### config.mk
export PLATFORM = sky130hd
export DESIGN_NAME = selfref_seq
export DESIGN_NICKNAME = d
export VERILOG_FILES = /design/src/rtl/selfref_pkg.sv /design/src/rtl/selfref_rstsync.sv /design/src/rtl/selfref_tick.sv /design/src/rtl/selfref_sweep.sv /design/src/rtl/selfref_seq.sv
export SDC_FILE = /design/constraint.sdc
export NUM_CORES = 1
export LEC_CHECK = 0
export BUFFER_PORTS_ARGS = -buffer_cell sky130_fd_sc_hd__buf_4
export CAP_MARGIN = 20
export CORE_MARGIN = 3
export CORE_UTILIZATION = 58
export CTS_BUF_LIST = sky130_fd_sc_hd__clkbuf_4 sky130_fd_sc_hd__clkbuf_8
export DETAILED_ROUTE_END_ITERATION = 8
export PLACE_DENSITY = 0.78
export SYNTH_ARGS = -nofsm -noshare
export SYNTH_HDL_FRONTEND = slang
export SYNTH_SLANG_ARGS = --single-unit
### constraint.sdc
create_clock -name clk -period 1.4 [get_ports clk]
set_input_delay 0.35 -clock clk [delete_from_list [all_inputs] [get_ports clk]]
set_output_delay 0.35 -clock clk [all_outputs]
set_load 0.05 [all_outputs]
### src/rtl/selfref_pkg.sv
package selfref_pkg;

  typedef enum logic [3:0] {
    ST_PRE,       // both strobes high, refresh precharge
    ST_IDLE,      // both strobes high, waiting for work
    ST_CAS,       // column strobe low ahead of row strobe
    ST_BOTH,      // both low, CBR refresh in progress
    ST_RREL,      // row strobe released first
    ST_SR_CAS,    // column strobe low ahead of self-refresh row fall
    ST_SR_HOLD,   // both low, counting activation hold
    ST_SR_SLEEP,  // self refresh engaged, host acknowledged
    ST_SR_RREL,   // exit: row strobe released first
    ST_SR_PRE     // exit precharge
  } sr_state_e;

endpackage

### src/rtl/selfref_rstsync.sv
module selfref_rstsync (
  input  logic clk,
  input  logic rst_n,
  output logic rst_sync_n
);

  logic [1:0] sync_q;

  always_ff @(posedge clk or negedge rst_n) begin
    if (!rst_n) sync_q <= 2'b00;
    else        sync_q <= {sync_q[0], 1'b1};
  end

  assign rst_sync_n = sync_q[1];

endmodule

### src/rtl/selfref_tick.sv
module selfref_tick #(
  parameter int PERIOD = 3900
) (
  input  logic clk,
  input  logic rst_n,
  output logic tick
);

  localparam int W = $clog2(PERIOD);

  logic [W-1:0] cnt_q, cnt_d;

  assign tick = (cnt_q == W'(PERIOD - 1));

  always_comb begin
    if (tick) cnt_d = '0;
    else      cnt_d = cnt_q + 1'b1;
  end

  always_ff @(posedge clk or negedge rst_n) begin
    if (!rst_n) cnt_q <= '0;
    else        cnt_q <= cnt_d;
  end

endmodule

### src/rtl/selfref_sweep.sv
module selfref_sweep #(
  parameter int ROWS = 4096
) (
  input  logic clk,
  input  logic rst_n,
  input  logic load,
  input  logic dec,
  output logic zero
);

  localparam int W = $clog2(ROWS + 1);

  logic [W-1:0] left_q, left_d;
  logic         left_en;

  assign zero    = (left_q == '0);
  assign left_en = load | (dec & ~zero);

  always_comb begin
    if (load) left_d = W'(ROWS);
    else      left_d = left_q - 1'b1;
  end

  always_ff @(posedge clk or negedge rst_n) begin
    if (!rst_n)       left_q <= '0;
    else if (left_en) left_q <= left_d;
  end

endmodule

### src/rtl/selfref_seq.sv
module selfref_seq #(
  parameter int CYC_PER_US = 250,
  parameter int ROWS       = 4096,
  parameter int LOW_CYC    = 4,
  parameter int PRE_CYC    = 3,
  parameter int SRPRE_CYC  = 30
) (
  input  logic clk,
  input  logic rst_n,
  input  logic sleep_req,
  input  logic wake_req,
  output logic ras_n,
  output logic cas_n,
  output logic sleep_ack
);

  import selfref_pkg::*;

  localparam int TICK_CYC = (CYC_PER_US * 156) / 10;
  localparam int HOLD_CYC = CYC_PER_US * 110;
  localparam int CNT_W    = $clog2(HOLD_CYC + SRPRE_CYC + 1);

  logic             rst_i_n;
  logic             tick;
  logic             sweep_zero;
  logic             sweep_load;
  logic             sweep_dec;
  logic             clr_pend;
  sr_state_e        st_q, st_d;
  logic [CNT_W-1:0] cnt_q, cnt_d;
  logic             enter_q, enter_d;
  logic             pend_q, pend_d;

  selfref_rstsync u_rst (
    .clk        (clk),
    .rst_n      (rst_n),
    .rst_sync_n (rst_i_n)
  );

  selfref_tick #(.PERIOD(TICK_CYC)) u_tick (
    .clk   (clk),
    .rst_n (rst_i_n),
    .tick  (tick)
  );

  selfref_sweep #(.ROWS(ROWS)) u_sweep (
    .clk   (clk),
    .rst_n (rst_i_n),
    .load  (sweep_load),
    .dec   (sweep_dec),
    .zero  (sweep_zero)
  );

  always_comb begin
    st_d       = st_q;
    cnt_d      = cnt_q + 1'b1;
    enter_d    = enter_q;
    sweep_load = 1'b0;
    sweep_dec  = 1'b0;
    unique case (st_q)
      ST_PRE: begin
        if (cnt_q == CNT_W'(PRE_CYC - 1)) begin
          cnt_d = '0;
          st_d  = (enter_q && sweep_zero) ? ST_SR_CAS : ST_IDLE;
        end
      end
      ST_IDLE: begin
        cnt_d = '0;
        if (sleep_req && sweep_zero && !enter_q) begin
          sweep_load = 1'b1;
          enter_d    = 1'b1;
          st_d       = ST_CAS;
        end else if (!sweep_zero || pend_q) begin
          st_d = ST_CAS;
        end
      end
      ST_CAS: begin
        cnt_d = '0;
        st_d  = ST_BOTH;
      end
      ST_BOTH: begin
        if (cnt_q == CNT_W'(LOW_CYC - 1)) begin
          cnt_d = '0;
          st_d  = ST_RREL;
        end
      end
      ST_RREL: begin
        cnt_d     = '0;
        sweep_dec = 1'b1;
        st_d      = ST_PRE;
      end
      ST_SR_CAS: begin
        cnt_d = '0;
        st_d  = ST_SR_HOLD;
      end
      ST_SR_HOLD: begin
        if (cnt_q == CNT_W'(HOLD_CYC - 1)) begin
          cnt_d = '0;
          st_d  = ST_SR_SLEEP;
        end
      end
      ST_SR_SLEEP: begin
        cnt_d = '0;
        if (wake_req) st_d = ST_SR_RREL;
      end
      ST_SR_RREL: begin
        cnt_d   = '0;
        enter_d = 1'b0;
        st_d    = ST_SR_PRE;
      end
      ST_SR_PRE: begin
        if (cnt_q == CNT_W'(SRPRE_CYC - 1)) begin
          cnt_d      = '0;
          sweep_load = 1'b1;
          st_d       = ST_IDLE;
        end
      end
      default: begin
        cnt_d = '0;
        st_d  = ST_PRE;
      end
    endcase
  end

  // a refresh request is consumed when a CBR starts or a new sweep is loaded
  assign clr_pend = sweep_load | ((st_q == ST_IDLE) && (st_d == ST_CAS));
  assign pend_d   = tick | (pend_q & ~clr_pend);

  always_ff @(posedge clk or negedge rst_i_n) begin
    if (!rst_i_n) begin
      st_q    <= ST_PRE;
      cnt_q   <= '0;
      enter_q <= 1'b0;
      pend_q  <= 1'b0;
    end else begin
      st_q    <= st_d;
      cnt_q   <= cnt_d;
      enter_q <= enter_d;
      pend_q  <= pend_d;
    end
  end

  assign ras_n = !(st_q inside {ST_BOTH, ST_SR_HOLD, ST_SR_SLEEP});
  assign cas_n = !(st_q inside {ST_CAS, ST_BOTH, ST_RREL, ST_SR_CAS,
                                ST_SR_HOLD, ST_SR_SLEEP, ST_SR_RREL});
  assign sleep_ack = (st_q == ST_SR_SLEEP);

endmodule

==> results of run 1 <==
[final timing paths]
kind | endpoint | slack, ps | from | cells past startpoint
setup / recovery | cnt_q[2]$_DFF_PN0_ | -840 | cnt_q[10]$_DFF_PN0_ | 5
hold / removal | u_tick.cnt_q[7]$_DFF_PN0_ | 240 | u_rst.sync_q[1]$_DFF_PN0_ | 1
setup reg to reg | cnt_q[2]$_DFF_PN0_ | -840 | cnt_q[10]$_DFF_PN0_ | 5
hold reg to reg | u_tick.cnt_q[7]$_DFF_PN0_ | 240 | u_rst.sync_q[1]$_DFF_PN0_ | 1
max in group asynchronous | st_q[1]$_DFF_PN0_ | 920 | u_rst.sync_q[1]$_DFF_PN0_ | 1
min in group clk | st_q[3]$_DFF_PN0_ | 320 | wake_req | 3
[metal layers]
metal | part of all wire [%] | wire, um
met1 | 35 | 3756
met2 | 45 | 4847
met3 | 12 | 1262
met4 | 8.1 | 872
met5 | 0 | 0
[sequential cells by signal, summed over array words and instances, names as in the netlist]
| register | count |
|---|---|
| cnt_q | 15 |
| u_sweep.left_q | 13 |
| u_tick.cnt_q | 12 |
| st_q | 4 |
| u_rst.sync_q | 2 |
| enter_q | 1 |
| pend_q | 1 |
[synth_stat cells, drive strengths merged, types with 2 or more instances]
cell	instances	area share, %
dfrtp	48	44
nand2	18	2.5
nor2	17	2.3
a31oi	14	3.2
o21ai	13	2.4
a211oi	12	3.3
nand3	12	2.2
or3	11	2.5
xnor2	10	3.2
buf	9	2.9
nand4	8	1.8
nor4	8	1.8
xor2	8	2.6
and3	7	1.6
or4	7	2.1
clkbuf	6	1.6
ha	6	2.7
inv	6	0.82
nor3	6	1.1
nand2b	4	0.91
nor4b	4	1.5
o211ai	4	1.1
o31ai	4	1.1
or4b	4	1.6
and2	3	0.69
and4	3	1.0
nor3b	3	0.82
a32oi	2	0.64
mux2i	2	0.73
nand4b	2	0.64
or2	2	0.46
[report_power, final]
| part | total [mW] | internal [mW] | switching [mW] |
|---|---|---|---|
| Clock | 1.06 | 0.539 | 0.517 |
| Sequential | 1.39 | 1.39 | 0.00166 |
| Combinational | 0.0502 | 0.0163 | 0.0339 |
[repair_timing]
item / 4_1_cts / 5_1_grt
hold endpoints to repair: 2 / 0
pin swaps: 13 / 18
cloned: 3 / 0
buffers inserted: 17 / 10
setup endpoints to repair: 47 / 47
resized for setup: 31 / 27
hold buffers: 1 / 0
[cells by family after synthesis]
kind of cell               synth area share, %
AOI/OAI and AO/OA                        13.93
muxes                                   0.7306
buffers and inverters                    5.571
DFF                                      43.84
other                                   0.1369
adders and majority gates                2.740
and+or+nand+nor                          27.31
xor gates and xnor gates                 5.753
[layout make-up]
type,instances,share of cell area [%]
multi-input combinational,208,40.80
clock inverter,3,1.165
inverter,6,0.6744
sequential,48,29.49
tap,52,1.594
timing repair buffer,118,24.59
clock buffer,5,1.686
==> impl_metrics.env, run 1 <==
export IMPL_cts_tree="done"
export IMPL_nets=397
export IMPL_grtUsageMet2_pct=64.68
export IMPL_slowest_stage="or4_4"
export IMPL_placed_area_sq_um=3502
export IMPL_die_h_um=74.74
export IMPL_grt_ovfl_total=0
export IMPL_hold_ws_ps=237.7
export IMPL_finalMaxSlewViolations=0
export IMPL_clock_sinks=48
export IMPL_min_path_type="flop to asynchronous set/reset pin"
export IMPL_fin_crit_ps=2240
export IMPL_synthToLayoutAreaGrowth_pct=48.95
export IMPL_crit_fanout=15
export IMPL_core_area_sq_um=4444
export IMPL_place_hpwl_um=4880
export IMPL_ys_dominant_reg_cell="dfrtp_1"
export IMPL_fill_cells=160
export IMPL_fp_dieArea_sq_um=5585
export IMPL_required_ps=1580
export IMPL_postRouteAntennaNets=0
export IMPL_multi_input_area_sq_um=1665
export IMPL_setup_tns_final_ps=-25200
export IMPL_postSynthAreaPerCell_sq_um=9.928
export IMPL_violations="setup timing"
export IMPL_stdcell_count=440
export IMPL_port_buffers=6
export IMPL_drive_above_1_share_pct=46.39
export IMPL_path_clk_slew_ps=110
export IMPL_hold_violations=0
export IMPL_status="complete, but fails checks"
export IMPL_period_share_pct=160.0
export IMPL_initial_core_util_pct=61.66
export IMPL_clk_latency_ps=310
export IMPL_start_kind="flop"
export IMPL_final_util_pct=91.84
export IMPL_boundaryPins=7
export IMPL_met1_usage_pct=41.07
export IMPL_drt_total_wl_um=10740
export IMPL_row_count=24
export IMPL_cts_buffer_depth=2
export IMPL_final_common_cell="buf_4"
export IMPL_peakVddDrop_mv=0.7398
export IMPL_critPathCaptureType="flop"
export IMPL_viasPerCell=7.166
export IMPL_place_congestion=0.9363
export IMPL_syn_num_nets=286
export IMPL_route_detailed_drc=0
export IMPL_postSynth_asyncResetShare_pct=100.0
export IMPL_fp_dieW_um=74.74
export IMPL_busiest_layer="met2"
export IMPL_maxCapViolCount=0
export IMPL_synth_area_sq_um=2740
export IMPL_layout_common_cells="buf_4 (93), dfrtp_1 (46), buf_6 (20)"
export IMPL_drt_iter0_drc=445
export IMPL_ys_warn_count=0
export IMPL_wire_per_inst_um=24.40
export IMPL_root_buffer="clkbuf_8"
export IMPL_fmaxAchievable_ghz=0.4464
export IMPL_cts_buffers=5
export IMPL_synthDistinctLibCells=52
export IMPL_crit_family="simple AND/OR/NAND/NOR gates"
export IMPL_slowest_delay_ps=580
export IMPL_synth_edf_count=0
export IMPL_regArea_sq_um=1204
export IMPL_tightestPinTransition_ps=541.6
export IMPL_path_buf_inv=1
export IMPL_final_setup_viol_count=40
export IMPL_dpl_worst_slack_ps=-674.5
export IMPL_synthCells=276
export IMPL_firstDrtPassIters=6
export IMPL_yosysSeqAreaShare_pct=43.84
export IMPL_timing_final_ws_setup_ps=-840.0
export IMPL_grt_pass1_wl_um=15680
export IMPL_grt_pass1_vias=3132
export IMPL_final_setup_skew_ps=16.18
export IMPL_dpl_cell_count=403
export IMPL_grt_usage_pct=37.68
export IMPL_cts_htree_levels=2
export IMPL_vias=3153
export IMPL_total_power_mw=2.497
export IMPL_use_met3_pct=9.079
export IMPL_crit_type="flop to flop"
export IMPL_synth_seq_cells=48
export IMPL_antenna_found_initial=0
export IMPL_stdcell_area_sq_um=4081
export IMPL_path_cells="or4bb_4, or4_4, a22oi_4, buf_12, a31oi_1"
export IMPL_slew_headroom_pct=63.56
export IMPL_crit_arrival_ps=2420
export IMPL_p_leak_nw=1.762
export IMPL_rsz0062_at_grt="true"
export IMPL_grt_start_max_net_pins=47
export IMPL_antenna_cells=0
export IMPL_power_density_nw_per_um2=611.7
No activity file was read; power rests on OpenSTA's default activity.
==> run 2, diff against run 1 <==
--- a/config.mk
+++ b/config.mk
@@ -5,12 +5,12 @@
 export SDC_FILE = /design/constraint.sdc
 export NUM_CORES = 1
 export LEC_CHECK = 0
-export BUFFER_PORTS_ARGS = -buffer_cell sky130_fd_sc_hd__buf_4
 export CAP_MARGIN = 20
 export CORE_MARGIN = 3
-export CORE_UTILIZATION = 58
+export CORE_UTILIZATION = 59
 export CTS_BUF_LIST = sky130_fd_sc_hd__clkbuf_4 sky130_fd_sc_hd__clkbuf_8
 export DETAILED_ROUTE_END_ITERATION = 8
+export DONT_BUFFER_PORTS = 1
 export PLACE_DENSITY = 0.78
 export SYNTH_ARGS = -nofsm -noshare
 export SYNTH_HDL_FRONTEND = slang
==> impl_metrics.env, run 2 (synthesis results as in run 1) <==
export IMPL_top_register="cnt_q"
export IMPL_dpl_worst_slack_ps=-660.6
export IMPL_final_setup_skew_ps=6.787
export IMPL_clk_latency_ps=330
export IMPL_multi_input_area_sq_um=1748
export IMPL_initial_core_util_pct=62.07
export IMPL_p_leak_nw=1.849
export IMPL_clock_sinks=48
export IMPL_place_hpwl_um=5052
export IMPL_final_setup_viol_count=47
export IMPL_cts_htree_levels=2
export IMPL_layout_common_cells="buf_4 (100), dfrtp_1 (46), buf_6 (14)"
export IMPL_final_util_pct=94.67
export IMPL_slowest_delay_ps=600
export IMPL_drt_iter0_drc=724
export IMPL_grt_pass1_wl_um=15310
export IMPL_synthToLayoutAreaGrowth_pct=52.51
export IMPL_setup_tns_final_ps=-27710
export IMPL_grt_start_max_net_pins=35
export IMPL_place_congestion=0.9169
export IMPL_grt_ovfl_total=0
export IMPL_peakVddDrop_mv=0.6250
export IMPL_fp_dieArea_sq_um=5498
export IMPL_final_common_cell="buf_4"
export IMPL_slew_headroom_pct=65.15
export IMPL_largest_register_ffs=15
export IMPL_period_share_pct=172.2
export IMPL_rsz0062_at_grt="true"
export IMPL_fin_crit_ps=2411
export IMPL_cts_tree="done"
export IMPL_wire_per_inst_um=29.34
export IMPL_regArea_sq_um=1204
export IMPL_crit_fanout=8
export IMPL_core_area_sq_um=4414
export IMPL_boundaryPins=7
export IMPL_die_h_um=74.15
export IMPL_critPathCaptureType="flop"
export IMPL_worst_path_stages=7
export IMPL_power_density_nw_per_um2=652.5
export IMPL_crit_arrival_ps=2570
export IMPL_postRouteAntennaNets=0
export IMPL_route_detailed_drc=0
export IMPL_top_regs="cnt_q x15, u_sweep.left_q x13, u_tick.cnt_q x12"
export IMPL_antenna_found_initial=2
export IMPL_row_count=24
export IMPL_drt_total_wl_um=12940
export IMPL_cts_buffer_depth=2
export IMPL_finalMaxSlewViolations=0
export IMPL_tightestPinTransition_ps=518.0
export IMPL_viasPerCell=7.653
export IMPL_start_kind="flop"
export IMPL_hold_violations=0
export IMPL_fmaxAchievable_ghz=0.4148
export IMPL_maxCapViolCount=0
export IMPL_slowest_stage="or4b_4"
export IMPL_path_clk_slew_ps=100
export IMPL_worst_r2r_cell_count=7
export IMPL_min_path_type="flop to asynchronous set/reset pin"
export IMPL_drive_above_1_share_pct=51.03
export IMPL_required_ps=1560
export IMPL_timing_final_ws_setup_ps=-1011
export IMPL_grt_pass1_vias=3019
export IMPL_path_cells="buf_4, inv_1, ha_2, and4_1, nand4_1, or4b_4, a31oi_1"
export IMPL_total_power_mw=2.727
export IMPL_path_buf_inv=2
export IMPL_port_buffers=0
export IMPL_grt_usage_pct=37.40
export IMPL_firstDrtPassIters=7
export IMPL_crit_type="flop to flop"
export IMPL_vias=3375
export IMPL_status="complete, but fails checks"
export IMPL_violations="setup timing"
export IMPL_root_buffer="clkbuf_8"
export IMPL_fill_cells=120
export IMPL_cts_buffers=5
export IMPL_nets=397
export IMPL_crit_family="simple AND/OR/NAND/NOR gates"
export IMPL_fp_dieW_um=74.15
==> run 2: cell types whose count changed in the layout (fill, tap and decap cells not counted), moves of 3 or more <==
cell / previous run / this run
a211oi_1: 5 / 2
buf_4: 93 / 100
buf_6: 20 / 14
or4_1: 5 / 0
a211oi_2: 7 / 10
or4_4: 2 / 7
==> run 2: layer usage <==
layer / GRT usage, % / vias up / part of all wire (%)
met1: 44.39 / 1529 / 33
met5: 0 / - / 0.10
met3: 7.568 / 177 / 13
met4: 19.32 / 2 / 11
met2: 63.98 / 398 / 43
li1: - / 1269 / -
==> run 2: stage by stage <==
stage | instance area (sq um) | hold WS (ps) | instances
floorplan | 2889 | 54.41 | 276
global placement | 3500 | 54.47 | 401
detailed placement | 3500 | 54.47 | 401
CTS | 3935 | 172.6 | 429
global route | 4179 | 190.2 | 441
finish | 4179 | 168.0 | 441
==> run 2: repair_timing <==
| action | CTS | global route |
|---|---|---|
| gates cloned | 1 | 0 |
| resized for setup | 35 | 33 |
| pin swaps | 23 | 19 |
| setup endpoints to repair | 42 | 47 |
| endpoints found under the hold margin | 2 | 0 |
| hold buffers | 1 | 0 |
| setup buffers | 19 | 12 |
==> run 2: layout make-up <==
type | instances | area share [%]
sequential | 48 | 28.80
tap | 52 | 1.557
multi-input combinational | 207 | 41.83
inverter | 6 | 0.5988
antenna | 1 | 0.05988
clock buffer | 6 | 1.826
clock inverter | 2 | 1.437
timing repair buffer | 119 | 23.89
==> run 2: worst paths after layout <==
kind / start / to / slack [ps]
min: u_rst.sync_q[1]$_DFF_PN0_ / cnt_q[4]$_DFF_PN0_ / 170
max: cnt_q[1]$_DFF_PN0_ / cnt_q[12]$_DFF_PN0_ / -1010
max reg2reg: cnt_q[1]$_DFF_PN0_ / cnt_q[12]$_DFF_PN0_ / -1010
max in group asynchronous: u_rst.sync_q[1]$_DFF_PN0_ / st_q[1]$_DFF_PN0_ / 720
min reg2reg: u_rst.sync_q[1]$_DFF_PN0_ / cnt_q[4]$_DFF_PN0_ / 170
min in group clk: sleep_req / enter_q$_DFFE_PN0P_ / 220
==> run 2: where the power goes <==
| part | total (mW) | switching (mW) | internal [mW] | leakage [nW] |
|---|---|---|---|---|
| sequential | 1.40 | 0.00858 | 1.39 | 0.574 |
| clock | 1.29 | 0.558 | 0.735 | 0.0688 |
| combinational | 0.0369 | 0.0260 | 0.0109 | 1.21 |
| total | 2.73 | 0.593 | 2.13 | 1.85 |
==> run 2: worst register-to-register path, delay by kind of cell, from the launching register on <==
| family | cells | cell delay [ps] |
|---|---|---|
| DFF | 1 | 370 |
| adders and majority gates | 1 | 180 |
| and+or+nand+nor | 3 | 1030 |
| buffers and inverters | 2 | 210 |
| AOI/OAI and AO/OA | 1 | 470 |
==> run 3, diff against run 2 <==
--- a/config.mk
+++ b/config.mk
@@ -6,12 +6,14 @@
 export NUM_CORES = 1
 export LEC_CHECK = 0
 export CAP_MARGIN = 20
+export CORE_ASPECT_RATIO = 1.75
 export CORE_MARGIN = 3
 export CORE_UTILIZATION = 59
 export CTS_BUF_LIST = sky130_fd_sc_hd__clkbuf_4 sky130_fd_sc_hd__clkbuf_8
 export DETAILED_ROUTE_END_ITERATION = 8
 export DONT_BUFFER_PORTS = 1
 export PLACE_DENSITY = 0.78
+export SETUP_SLACK_MARGIN = 0.02
 export SYNTH_ARGS = -nofsm -noshare
 export SYNTH_HDL_FRONTEND = slang
 export SYNTH_SLANG_ARGS = --single-unit
==> impl_metrics.env, run 3 (synthesis results as in run 1) <==
export IMPL_root_buffer="clkbuf_8"
export IMPL_final_setup_skew_ps=9.484
export IMPL_top_regs="cnt_q x15, u_sweep.left_q x13, u_tick.cnt_q x12"
export IMPL_grt_pass1_wl_um=14080
export IMPL_route_detailed_drc=0
export IMPL_path_buf_inv=1
export IMPL_drt_iter0_drc=342
export IMPL_regArea_sq_um=1205
export IMPL_antenna_cells=0
export IMPL_finalMaxSlewViolations=0
export IMPL_maxCapViolCount=0
export IMPL_top_register="cnt_q"
export IMPL_row_count=32
export IMPL_slowest_stage="or4_4"
export IMPL_hold_violations=0
export IMPL_final_common_cell="buf_4"
export IMPL_viasPerCell=7.197
export IMPL_multi_input_area_sq_um=1735
export IMPL_nets=380
export IMPL_violations="setup timing"
export IMPL_synthToLayoutAreaGrowth_pct=46.16
export IMPL_fill_cells=170
export IMPL_crit_family="simple AND/OR/NAND/NOR gates"
export IMPL_dpl_cell_count=393
export IMPL_fin_crit_ps=2184
export IMPL_crit_type="flop to flop"
export IMPL_antenna_found_initial=0
export IMPL_status="complete, but fails checks"
export IMPL_cts_tree="done"
export IMPL_critPathCaptureType="flop"
export IMPL_drt_total_wl_um=10760
export IMPL_grt_start_max_net_pins=17
export IMPL_place_congestion=0.8455
export IMPL_vias=3037
export IMPL_layout_common_cells="buf_4 (80), dfrtp_1 (45), nor2_1 (15)"
export IMPL_period_share_pct=156.0
export IMPL_clock_sinks=48
export IMPL_tightestPinTransition_ps=692.0
export IMPL_fp_dieW_um=57.52
export IMPL_boundaryPins=7
export IMPL_power_density_nw_per_um2=621.1
export IMPL_cts_htree_levels=2
export IMPL_grt_pass1_vias=2964
export IMPL_largest_register_ffs=15
export IMPL_fmaxAchievable_ghz=0.4578
export IMPL_p_leak_nw=1.698
export IMPL_final_util_pct=90.12
export IMPL_clk_latency_ps=310
export IMPL_drive_above_1_share_pct=47.17
export IMPL_crit_arrival_ps=2370
export IMPL_slowest_delay_ps=580
export IMPL_grt_usage_pct=33.47
export IMPL_timing_final_ws_setup_ps=-784.2
export IMPL_peakVddDrop_mv=0.8359
export IMPL_required_ps=1580
export IMPL_total_power_mw=2.487
export IMPL_path_clk_slew_ps=100
export IMPL_place_hpwl_um=5118
export IMPL_core_area_sq_um=4444
export IMPL_wire_per_inst_um=25.50
export IMPL_cts_buffers=5
export IMPL_slew_headroom_pct=53.48
export IMPL_fp_dieArea_sq_um=5530
export IMPL_postRouteAntennaNets=0
export IMPL_start_kind="flop"
export IMPL_final_setup_viol_count=41
export IMPL_initial_core_util_pct=61.66
export IMPL_hold_ws_ps=193.7
export IMPL_path_cells="or4bb_4, or4_4, a22oi_4, buf_12, a32oi_1"
export IMPL_stdcell_count=422
export IMPL_port_buffers=0
export IMPL_rsz0062_at_grt="true"
export IMPL_min_path_type="primary input to flop"
export IMPL_grt_ovfl_total=0
export IMPL_crit_fanout=15
export IMPL_die_h_um=96.15
export IMPL_cts_buffer_depth=2
export IMPL_firstDrtPassIters=5
[run 3: final timing paths]
check | from | end | slack [ps] | cells past startpoint
setup / recovery | cnt_q[12]$_DFF_PN0_ | cnt_q[13]$_DFF_PN0_ | -780 | 5
hold / removal | wake_req | st_q[3]$_DFF_PN0_ | 190 | 2
setup reg to reg | cnt_q[12]$_DFF_PN0_ | cnt_q[13]$_DFF_PN0_ | -780 | 5
hold reg to reg | u_rst.sync_q[1]$_DFF_PN0_ | pend_q$_DFF_PN0_ | 220 | 0
max in group asynchronous | u_rst.sync_q[1]$_DFF_PN0_ | st_q[3]$_DFF_PN0_ | 730 | 1
min in group asynchronous | u_rst.sync_q[1]$_DFF_PN0_ | pend_q$_DFF_PN0_ | 220 | 0
[run 3: what timing repair did]
| item | in CTS | in global routing |
|---|---|---|
| cloned | 1 | 2 |
| hold buffers | 1 | 0 |
| buffers inserted | 9 | 8 |
| pin swaps | 13 | 24 |
| endpoints found under the setup margin | 47 | 44 |
| endpoints found under the hold margin | 2 | 0 |
| resized for setup | 30 | 32 |
[run 3: cell type report]
| class | instances | area share, % |
|---|---|---|
| Timing Repair Buffer | 100 | 21.65 |
| Tap cell | 51 | 1.593 |
| Inverter | 6 | 0.5623 |
| Clock buffer | 5 | 1.718 |
| Sequential cell | 48 | 30.08 |
| Clock inverter | 3 | 1.062 |
| Multi-Input combinational cell | 209 | 43.33 |
[run 3: through the flow]
step / setup slack (ps) / area [sq um] / setup TNS (ps)
floorplan: -683.6 / 2889 / -17770
global placement: -617.0 / 3458 / -18710
detailed placement: -670.7 / 3458 / -20380
CTS: -672.4 / 3786 / -21760
global route: -800.2 / 4005 / -25450
finish: -784.2 / 4005 / -24220
[run 3: power breakdown]
group | internal [mW] | switching (mW) | leakage (nW)
logic | 0.0162 | 0.0228 | 1.07
registers | 1.39 | 0.0115 | 0.573
clock network | 0.530 | 0.519 | 0.0541
total | 1.93 | 0.553 | 1.70
[run 3: routing by layer]
| metal | global-route usage [%] | vias up | wire length (um) | part of all wire [%] |
|---|---|---|---|---|
| li1 | - | 1235 | - | - |
| met1 | 32.96 | 1437 | 3354 | 31 |
| met5 | 0 | - | 0 | 0 |
| met2 | 63.77 | 251 | 5745 | 53 |
| met4 | 20.31 | 0 | 974 | 9.1 |
| met3 | 4.698 | 114 | 687 | 6.4 |
